$ cat src/rtl/wb_pkg.sv
package wb_pkg;
  typedef enum logic [1:0] {
    OP_NONE  = 2'd0,
    OP_ALLOC = 2'd1,
    OP_MERGE = 2'd2
  } wb_op_e;
endpackage

$ cat src/rtl/wb_entry.sv
module wb_entry
  import wb_pkg::*;
#(
  parameter int BLK_W  = 27,
  parameter int DATA_W = 64,
  parameter int WORDS  = 4,
  localparam int SLOT_W = $clog2(WORDS)
) (
  input  logic                    clk_i,
  input  logic                    rst_ni,
  input  wb_op_e                  op_i,
  input  logic                    clr_i,
  input  logic                    io_i,
  input  logic [BLK_W-1:0]        blk_i,
  input  logic [SLOT_W-1:0]       slot_i,
  input  logic [DATA_W-1:0]       data_i,
  output logic                    vld_o,
  output logic                    io_o,
  output logic [BLK_W-1:0]        blk_o,
  output logic [WORDS-1:0]        mask_o,
  output logic [WORDS*DATA_W-1:0] data_o
);
  logic [WORDS-1:0] slot_dec;

  always_comb begin
    slot_dec = '0;
    slot_dec[slot_i] = 1'b1;
  end

  always_ff @(posedge clk_i or negedge rst_ni) begin
    if (!rst_ni) begin
      vld_o  <= 1'b0;
      io_o   <= 1'b0;
      blk_o  <= '0;
      mask_o <= '0;
    end else if (clr_i) begin
      vld_o  <= 1'b0;
      io_o   <= 1'b0;
      mask_o <= '0;
    end else if (op_i == OP_ALLOC) begin
      vld_o  <= 1'b1;
      io_o   <= io_i;
      blk_o  <= blk_i;
      mask_o <= slot_dec;
    end else if (op_i == OP_MERGE) begin
      mask_o <= mask_o | slot_dec;
    end
  end

  for (genvar w = 0; w < WORDS; w++) begin : g_word
    always_ff @(posedge clk_i or negedge rst_ni) begin
      if (!rst_ni) begin
        data_o[w*DATA_W +: DATA_W] <= '0;
      end else if (op_i == OP_ALLOC) begin
        data_o[w*DATA_W +: DATA_W] <= (slot_i == SLOT_W'(w)) ? data_i : '0;
      end else if (op_i == OP_MERGE && slot_i == SLOT_W'(w)) begin
        data_o[w*DATA_W +: DATA_W] <= data_i;
      end
    end
  end

  AST_MERGE_LIVE: assert property (@(posedge clk_i) disable iff (!rst_ni)
    (op_i == OP_MERGE) |-> (vld_o && !io_o && !clr_i));
  AST_ALLOC_FREE: assert property (@(posedge clk_i) disable iff (!rst_ni)
    (op_i == OP_ALLOC) |-> !vld_o);
endmodule

$ cat src/rtl/wb_ring.sv
module wb_ring #(
  parameter int DEPTH = 4,
  localparam int PTR_W = (DEPTH > 1) ? $clog2(DEPTH) : 1,
  localparam int CNT_W = $clog2(DEPTH + 1)
) (
  input  logic             clk_i,
  input  logic             rst_ni,
  input  logic             push_i,
  input  logic             pop_i,
  output logic [PTR_W-1:0] head_o,
  output logic [PTR_W-1:0] tail_o,
  output logic [CNT_W-1:0] count_o,
  output logic             full_o,
  output logic             empty_o
);
  function automatic logic [PTR_W-1:0] nxt(input logic [PTR_W-1:0] p);
    return (p == PTR_W'(DEPTH - 1)) ? '0 : p + 1'b1;
  endfunction

  always_ff @(posedge clk_i or negedge rst_ni) begin
    if (!rst_ni) begin
      head_o  <= '0;
      tail_o  <= '0;
      count_o <= '0;
    end else begin
      if (push_i) tail_o <= nxt(tail_o);
      if (pop_i)  head_o <= nxt(head_o);
      if (push_i && !pop_i)      count_o <= count_o + 1'b1;
      else if (pop_i && !push_i) count_o <= count_o - 1'b1;
    end
  end

  assign full_o  = (count_o == CNT_W'(DEPTH));
  assign empty_o = (count_o == '0);

  AST_NO_OVERFLOW: assert property (@(posedge clk_i) disable iff (!rst_ni)
    push_i |-> !full_o);
  AST_NO_UNDERFLOW: assert property (@(posedge clk_i) disable iff (!rst_ni)
    pop_i |-> !empty_o);
endmodule

$ cat src/rtl/wb_match.sv
module wb_match #(
  parameter int DEPTH = 4,
  parameter int BLK_W = 27,
  localparam int PTR_W = (DEPTH > 1) ? $clog2(DEPTH) : 1
) (
  input  logic [DEPTH-1:0]            vld_i,
  input  logic [DEPTH-1:0]            io_i,
  input  logic [DEPTH-1:0][BLK_W-1:0] blk_i,
  input  logic [PTR_W-1:0]            head_i,
  input  logic [BLK_W-1:0]            st_blk_i,
  output logic [DEPTH-1:0]            hit_o,
  output logic [PTR_W-1:0]            hit_idx_o,
  output logic                        hit_any_o
);
  // head is frozen while offered to memory; I/O entries never take merges
  for (genvar i = 0; i < DEPTH; i++) begin : g_cmp
    assign hit_o[i] = vld_i[i] && !io_i[i] && (head_i != PTR_W'(i)) &&
                      (blk_i[i] == st_blk_i);
  end

  always_comb begin
    hit_idx_o = '0;
    for (int i = DEPTH - 1; i >= 0; i--) begin
      if (hit_o[i]) hit_idx_o = PTR_W'(i);
    end
  end

  assign hit_any_o = |hit_o;
endmodule

$ cat src/rtl/merge_wbuf.sv
module merge_wbuf
  import wb_pkg::*;
#(
  parameter int ADDR_W = 32,
  parameter int DATA_W = 64,
  parameter int WORDS  = 4,
  parameter int DEPTH  = 4,
  localparam int OFF_W = $clog2(DATA_W / 8),
  localparam int SLOT_W = $clog2(WORDS),
  localparam int BLK_W = ADDR_W - OFF_W - SLOT_W,
  localparam int PTR_W = (DEPTH > 1) ? $clog2(DEPTH) : 1,
  localparam int CNT_W = $clog2(DEPTH + 1)
) (
  input  logic                    clk_i,
  input  logic                    rst_ni,
  input  logic                    st_valid_i,
  output logic                    st_ready_o,
  input  logic [ADDR_W-1:0]       st_addr_i,
  input  logic [DATA_W-1:0]       st_data_i,
  input  logic                    st_io_i,
  output logic                    mem_valid_o,
  input  logic                    mem_ready_i,
  output logic [BLK_W-1:0]        mem_blk_o,
  output logic [WORDS*DATA_W-1:0] mem_data_o,
  output logic [WORDS-1:0]        mem_mask_o
);
  logic [BLK_W-1:0]  st_blk;
  logic [SLOT_W-1:0] st_slot;
  assign st_blk  = st_addr_i[ADDR_W-1 -: BLK_W];
  assign st_slot = st_addr_i[OFF_W +: SLOT_W];

  logic [DEPTH-1:0]                   ent_vld, ent_io;
  logic [DEPTH-1:0][BLK_W-1:0]        ent_blk;
  logic [DEPTH-1:0][WORDS-1:0]        ent_mask;
  logic [DEPTH-1:0][WORDS*DATA_W-1:0] ent_data;
  wb_op_e                             ent_op [DEPTH];
  logic [DEPTH-1:0]                   ent_clr;

  logic [PTR_W-1:0] head, tail, hit_idx;
  logic [CNT_W-1:0] count;
  logic             full, empty, hit_any;
  logic [DEPTH-1:0] hit;
  logic             accept, merge, push, pop;

  wb_match #(.DEPTH(DEPTH), .BLK_W(BLK_W)) u_match (
    .vld_i     (ent_vld),
    .io_i      (ent_io),
    .blk_i     (ent_blk),
    .head_i    (head),
    .st_blk_i  (st_blk),
    .hit_o     (hit),
    .hit_idx_o (hit_idx),
    .hit_any_o (hit_any)
  );

  assign merge      = hit_any && !st_io_i;
  assign st_ready_o = !full || merge;
  assign accept     = st_valid_i && st_ready_o;
  assign push       = accept && !merge;
  assign mem_valid_o = !empty;
  assign pop        = mem_valid_o && mem_ready_i;

  wb_ring #(.DEPTH(DEPTH)) u_ring (
    .clk_i   (clk_i),
    .rst_ni  (rst_ni),
    .push_i  (push),
    .pop_i   (pop),
    .head_o  (head),
    .tail_o  (tail),
    .count_o (count),
    .full_o  (full),
    .empty_o (empty)
  );

  always_comb begin
    for (int i = 0; i < DEPTH; i++) begin
      ent_op[i]  = OP_NONE;
      ent_clr[i] = pop && (head == PTR_W'(i));
      if (accept && merge && hit_idx == PTR_W'(i))      ent_op[i] = OP_MERGE;
      else if (push && tail == PTR_W'(i))               ent_op[i] = OP_ALLOC;
    end
  end

  for (genvar i = 0; i < DEPTH; i++) begin : g_ent
    wb_entry #(.BLK_W(BLK_W), .DATA_W(DATA_W), .WORDS(WORDS)) u_ent (
      .clk_i  (clk_i),
      .rst_ni (rst_ni),
      .op_i   (ent_op[i]),
      .clr_i  (ent_clr[i]),
      .io_i   (st_io_i),
      .blk_i  (st_blk),
      .slot_i (st_slot),
      .data_i (st_data_i),
      .vld_o  (ent_vld[i]),
      .io_o   (ent_io[i]),
      .blk_o  (ent_blk[i]),
      .mask_o (ent_mask[i]),
      .data_o (ent_data[i])
    );
  end

  assign mem_blk_o  = ent_blk[head];
  assign mem_mask_o = ent_mask[head];
  assign mem_data_o = ent_data[head];

  AST_ALIGNED: assert property (@(posedge clk_i) disable iff (!rst_ni)
    st_valid_i |-> (st_addr_i[OFF_W-1:0] == '0));
  AST_HIT_ONEHOT: assert property (@(posedge clk_i) disable iff (!rst_ni)
    $onehot0(hit));
  AST_ALLOC_GROW: assert property (@(posedge clk_i) disable iff (!rst_ni)
    (accept && !hit_any && !pop) |=> (count == $past(count) + 1'b1));
  AST_MERGE_HOLD: assert property (@(posedge clk_i) disable iff (!rst_ni)
    (accept && hit_any && !st_io_i && !pop) |=> (count == $past(count)));
  AST_IO_ALLOC: assert property (@(posedge clk_i) disable iff (!rst_ni)
    (accept && st_io_i && !pop) |=> (count == $past(count) + 1'b1));
  AST_DRAIN_DEC: assert property (@(posedge clk_i) disable iff (!rst_ni)
    (pop && !accept) |=> (count == $past(count) - 1'b1));
  AST_HEAD_STABLE: assert property (@(posedge clk_i) disable iff (!rst_ni)
    (mem_valid_o && !mem_ready_i) |=>
      ($stable(mem_blk_o) && $stable(mem_mask_o) && $stable(mem_data_o)));
  AST_VALID_HEAD: assert property (@(posedge clk_i) disable iff (!rst_ni)
    mem_valid_o |-> (mem_mask_o != '0));
endmodule

$ cat config.mk
export PLATFORM = sky130hd
export DESIGN_NAME = merge_wbuf
export DESIGN_NICKNAME = d
export VERILOG_FILES = /design/src/rtl/wb_pkg.sv /design/src/rtl/wb_entry.sv /design/src/rtl/wb_ring.sv /design/src/rtl/wb_match.sv /design/src/rtl/merge_wbuf.sv
export SDC_FILE = /design/constraint.sdc
export NUM_CORES = 2
export LEC_CHECK = 0
export BUFFER_PORTS_ARGS = -buffer_cell sky130_fd_sc_hd__buf_2
export CORE_AREA = 2 2 313 315
export DETAILED_ROUTE_END_ITERATION = 12
export DIE_AREA = 0 0 315 317
export PLACE_DENSITY = 0.76
export SETUP_SLACK_MARGIN = 0.02
export SLEW_MARGIN = 20
export SYNTH_ARGS = -nofsm -noshare
export SYNTH_HDL_FRONTEND = slang
export SYNTH_SLANG_ARGS = --single-unit
$ cat constraint.sdc
create_clock -name clk_i -period 4 [get_ports clk_i]
set_input_delay 0 -clock clk_i [delete_from_list [all_inputs] [get_ports clk_i]]
set_output_delay 0 -clock clk_i [all_outputs]
set_load 0.01 [all_outputs]
==> results.tsv <==
metric	value	unit
outcome	finished, violations left	
violations	hold timing	
cts_tree	done	
drive_above_1_share	25.3	%
gr-usage-met2	50.6	%
critPathMaxStageDelay	0.51	ns
drtAntennaViolNets	0	
async_reset_ff_share	100	%
crit_path_frequent_cell	buf_4	
seq_area_frac_synth	55.3	%
fin_area	0.0611	mm2
cts_htree_levels	3	
drcViolationCount	0	
ys.flop_type	dfrtp_1	
vias	38900	
start_kind	flip-flop	
cp_cell_sequence	ha_1, nor3b_2, nand4_1, nor4_1, buf_4, nand3_1, a41o_1, buf_4, a21oi_4, buf_4, a22o_1	
min_path_type	in2async	
synth_area_leaders	dfrtp_1 55%, mux4_2 12%, a22o_1 8.5%, o32ai_1 4.4%, inv_1 3.7%	
reg2reg_from	u_ring.head_o[0]	
clk_latency	0.71	ns
critical-path-slowest-cell	dfrtp_4	
syn_inst	4132	
drt_iter0_drc	4721	
fin_skew	0.0232	ns
fin_crit	3.86	ns
crit_arrival	4.50	ns
p_leak	27.2	nW
dieWidth	315	um
drv_cap	0	
grt_max_degree	172	
rr_worst_depth	11	
layout.nets	4543	
cts_setup_buffers	0	
clk_pin_slew	0.07	ns
cts_root_buffer	clkbuf_16	
clock-sinks	1163	
synth_edf_count	0	
critPathMaxFanout	35	
grt_pass1_wl	250000	um
r2r_slack	0.14	ns
die_y	317	um
ios	390	
fp-row-count	114	
period_share	96.4	%
power.density	829	mW/mm2
globalRouteOverflowTotal	0	
relSlewSlack	26.4	%
vias_per_cell	6.71	
die_area	0.0999	mm2
holdWs	-0.00869	ns
ys_seq_elements	1163	
ir_worst_vdd	0.000740	V
synth_cell_types	56	
io_buffers	386	
gp_congestion	0.903	
rsz0062_at_grt	no	
worst_pin_slew	1.10	ns
met1_usage	45.6	%
cp_data_required_time	4.64	ns
cts_buffers	120	
worstSetupPathType	reg2reg	
worstReg2RegEnd	g_ent[3].u_ent.data_o[233]	
synth_common_cells	1163 x dfrtp_1, 518 x inv_1, 512 x a22o_1, 287 x mux4_2, 284 x nand2_1	
wl_per_cell	28.3	um
max_freq	0.259	GHz
antenna_found_initial	5	
synth_top_cell_area_share	55.3	%
hold_viol	4	
grtUsageMet3	7.68	%
placed_area	0.0561	mm2
dpl.hpwl	97000	um
core-area	0.0963	mm2
finalSetupViolations	0	
syn_nets	4243	
slew_viol_final	0	
busiest_layer	met2	
fin_setup_tns	0	ns
avgSynthCellArea	12.7	um2
clockBufferDepth	3	
routed_wirelength	164000	um
area_growth	16.1	%
track_usage	32.9	%
initial_core_util	54.6	%
synth_most_common_cell	dfrtp_1	
synth_top_cell_by_area	dfrtp_1	
netlist_area	0.0526	mm2
first_pass_iters	5	
crit_path_end_kind	flip-flop	
grt_pass1_vias	40000	
ys.warnings.count	0	
[critical path, delay by kind of cell (launching register included)]
family                   cells  cell delay (ns)
adder cells (fa/ha/maj)      1             0.32
AND/OR/NAND/NOR              4             1.03
buffers and inverters        3             1.03
flip-flops                   1             0.51
AO/OA/AOI/OAI                3             0.84
[worst max-delay path by stage]
| stage | from | to | slack, ns | cells past startpoint |
|---|---|---|---|---|
| CTS | u_ring.head_o[0] | g_ent[3].u_ent.data_o[32] | 0.03 | 11 |
| finish | u_ring.head_o[0] | g_ent[3].u_ent.data_o[233] | 0.14 | 11 |
| floorplan | u_ring.head_o[1] | u_ring.count_o[1] | 0.06 | 17 |
| detailed placement | u_ring.head_o[0] | g_ent[3].u_ent.data_o[38] | 0.08 | 11 |
| global route | u_ring.head_o[0] | u_ring.count_o[1] | 0.03 | 12 |
| global placement | u_ring.head_o[0] | g_ent[3].u_ent.data_o[39] | 0.21 | 11 |
[routing by layer]
| metal | wire length [um] | vias to the layer above |
|---|---|---|
| met5 | 8 | - |
| met4 | 6230 | 2 |
| met3 | 17400 | 376 |
| met2 | 77600 | 2500 |
| met1 | 63000 | 20100 |
| li1 | - | 15900 |
[through the flow]
| step | hold WS (ns) | util, % | worst slack (ns) | power, mW | instances |
|---|---|---|---|---|---|
| finish | -0.00869 | 63.4 | 0.142 | 50.6 | 5800 |
| global route | 0.0696 | 63.4 | 0.0309 | 52.9 | 5800 |
| floorplan | -0.296 | - | 0.0631 | 31.7 | 4132 |
| detailed placement | 0.178 | 58.3 | 0.0757 | 39.0 | 5488 |
| CTS | 0.0125 | 63.4 | 0.0320 | 50.5 | 5796 |
| global placement | 0.175 | 58.3 | 0.211 | 38.4 | 5488 |
[cell families after synthesis]
logic type | count (synthesis) | share of synthesized area [%]
buffers and inverters | 961 | 7.57
adders and majority gates | 10 | 0.252
xor gates and xnor gates | 111 | 1.85
AOI/OAI and AO/OA | 1085 | 16.9
and+or+nand+nor | 406 | 3.49
muxes | 396 | 14.6
DFF | 1163 | 55.3
[where the power goes]
group	leakage, nW	switching [mW]	internal, mW	total [mW]
Sequential	15.5	2.89	16.5	19.4
Clock	1.92	4.71	6.54	11.2
Combinational	9.78	10.6	9.38	19.9
[registers in the layout (all words and copies together), names as in the netlist]
name,flops
u_ring.tail_o,2
g_ent.u_ent.io_o,4
u_ring.count_o,3
g_ent.u_ent.data_o,1024
g_ent.u_ent.vld_o,4
u_ring.head_o,2
g_ent.u_ent.mask_o,16
g_ent.u_ent.blk_o,108
[cell usage in the layout (no fill, tap or decap), drive strengths merged, types with 7 or more instances in the layout]
cell            n
a22o          512
ha              9
xor2           73
nand2         284
nand4          19
and2            9
and3            7
a21oi          10
dlygate4sd3    97
clkinv         13
o21ai          12
clkbuf        186
xnor2          38
a41o            9
mux4          287
nor4           38
buf           523
nand3           9
o32ai         264
nor2           14
inv           520
o22ai         257
mux2          109
dfrtp        1163
[final cells by class]
type / instances / area (um2)
fill: 7054 / 35200
sequential: 1163 / 29100
multi-input combinational: 2008 / 19700
timing repair buffer: 621 / 4740
clock buffer: 185 / 3640
inverter: 518 / 1940
tap: 1276 / 1600
clock inverter: 26 / 300
antenna: 3 / 7.51
[timing repair]
item / in CTS / in global routing
hold buffers: 97 / 0
endpoints found under the hold margin: 1229 / 0
resized for setup: 2 / 5
cloned: 0 / 0
setup endpoints to repair: 67 / 110
Note: power is estimated with default switching activity, not from simulation.
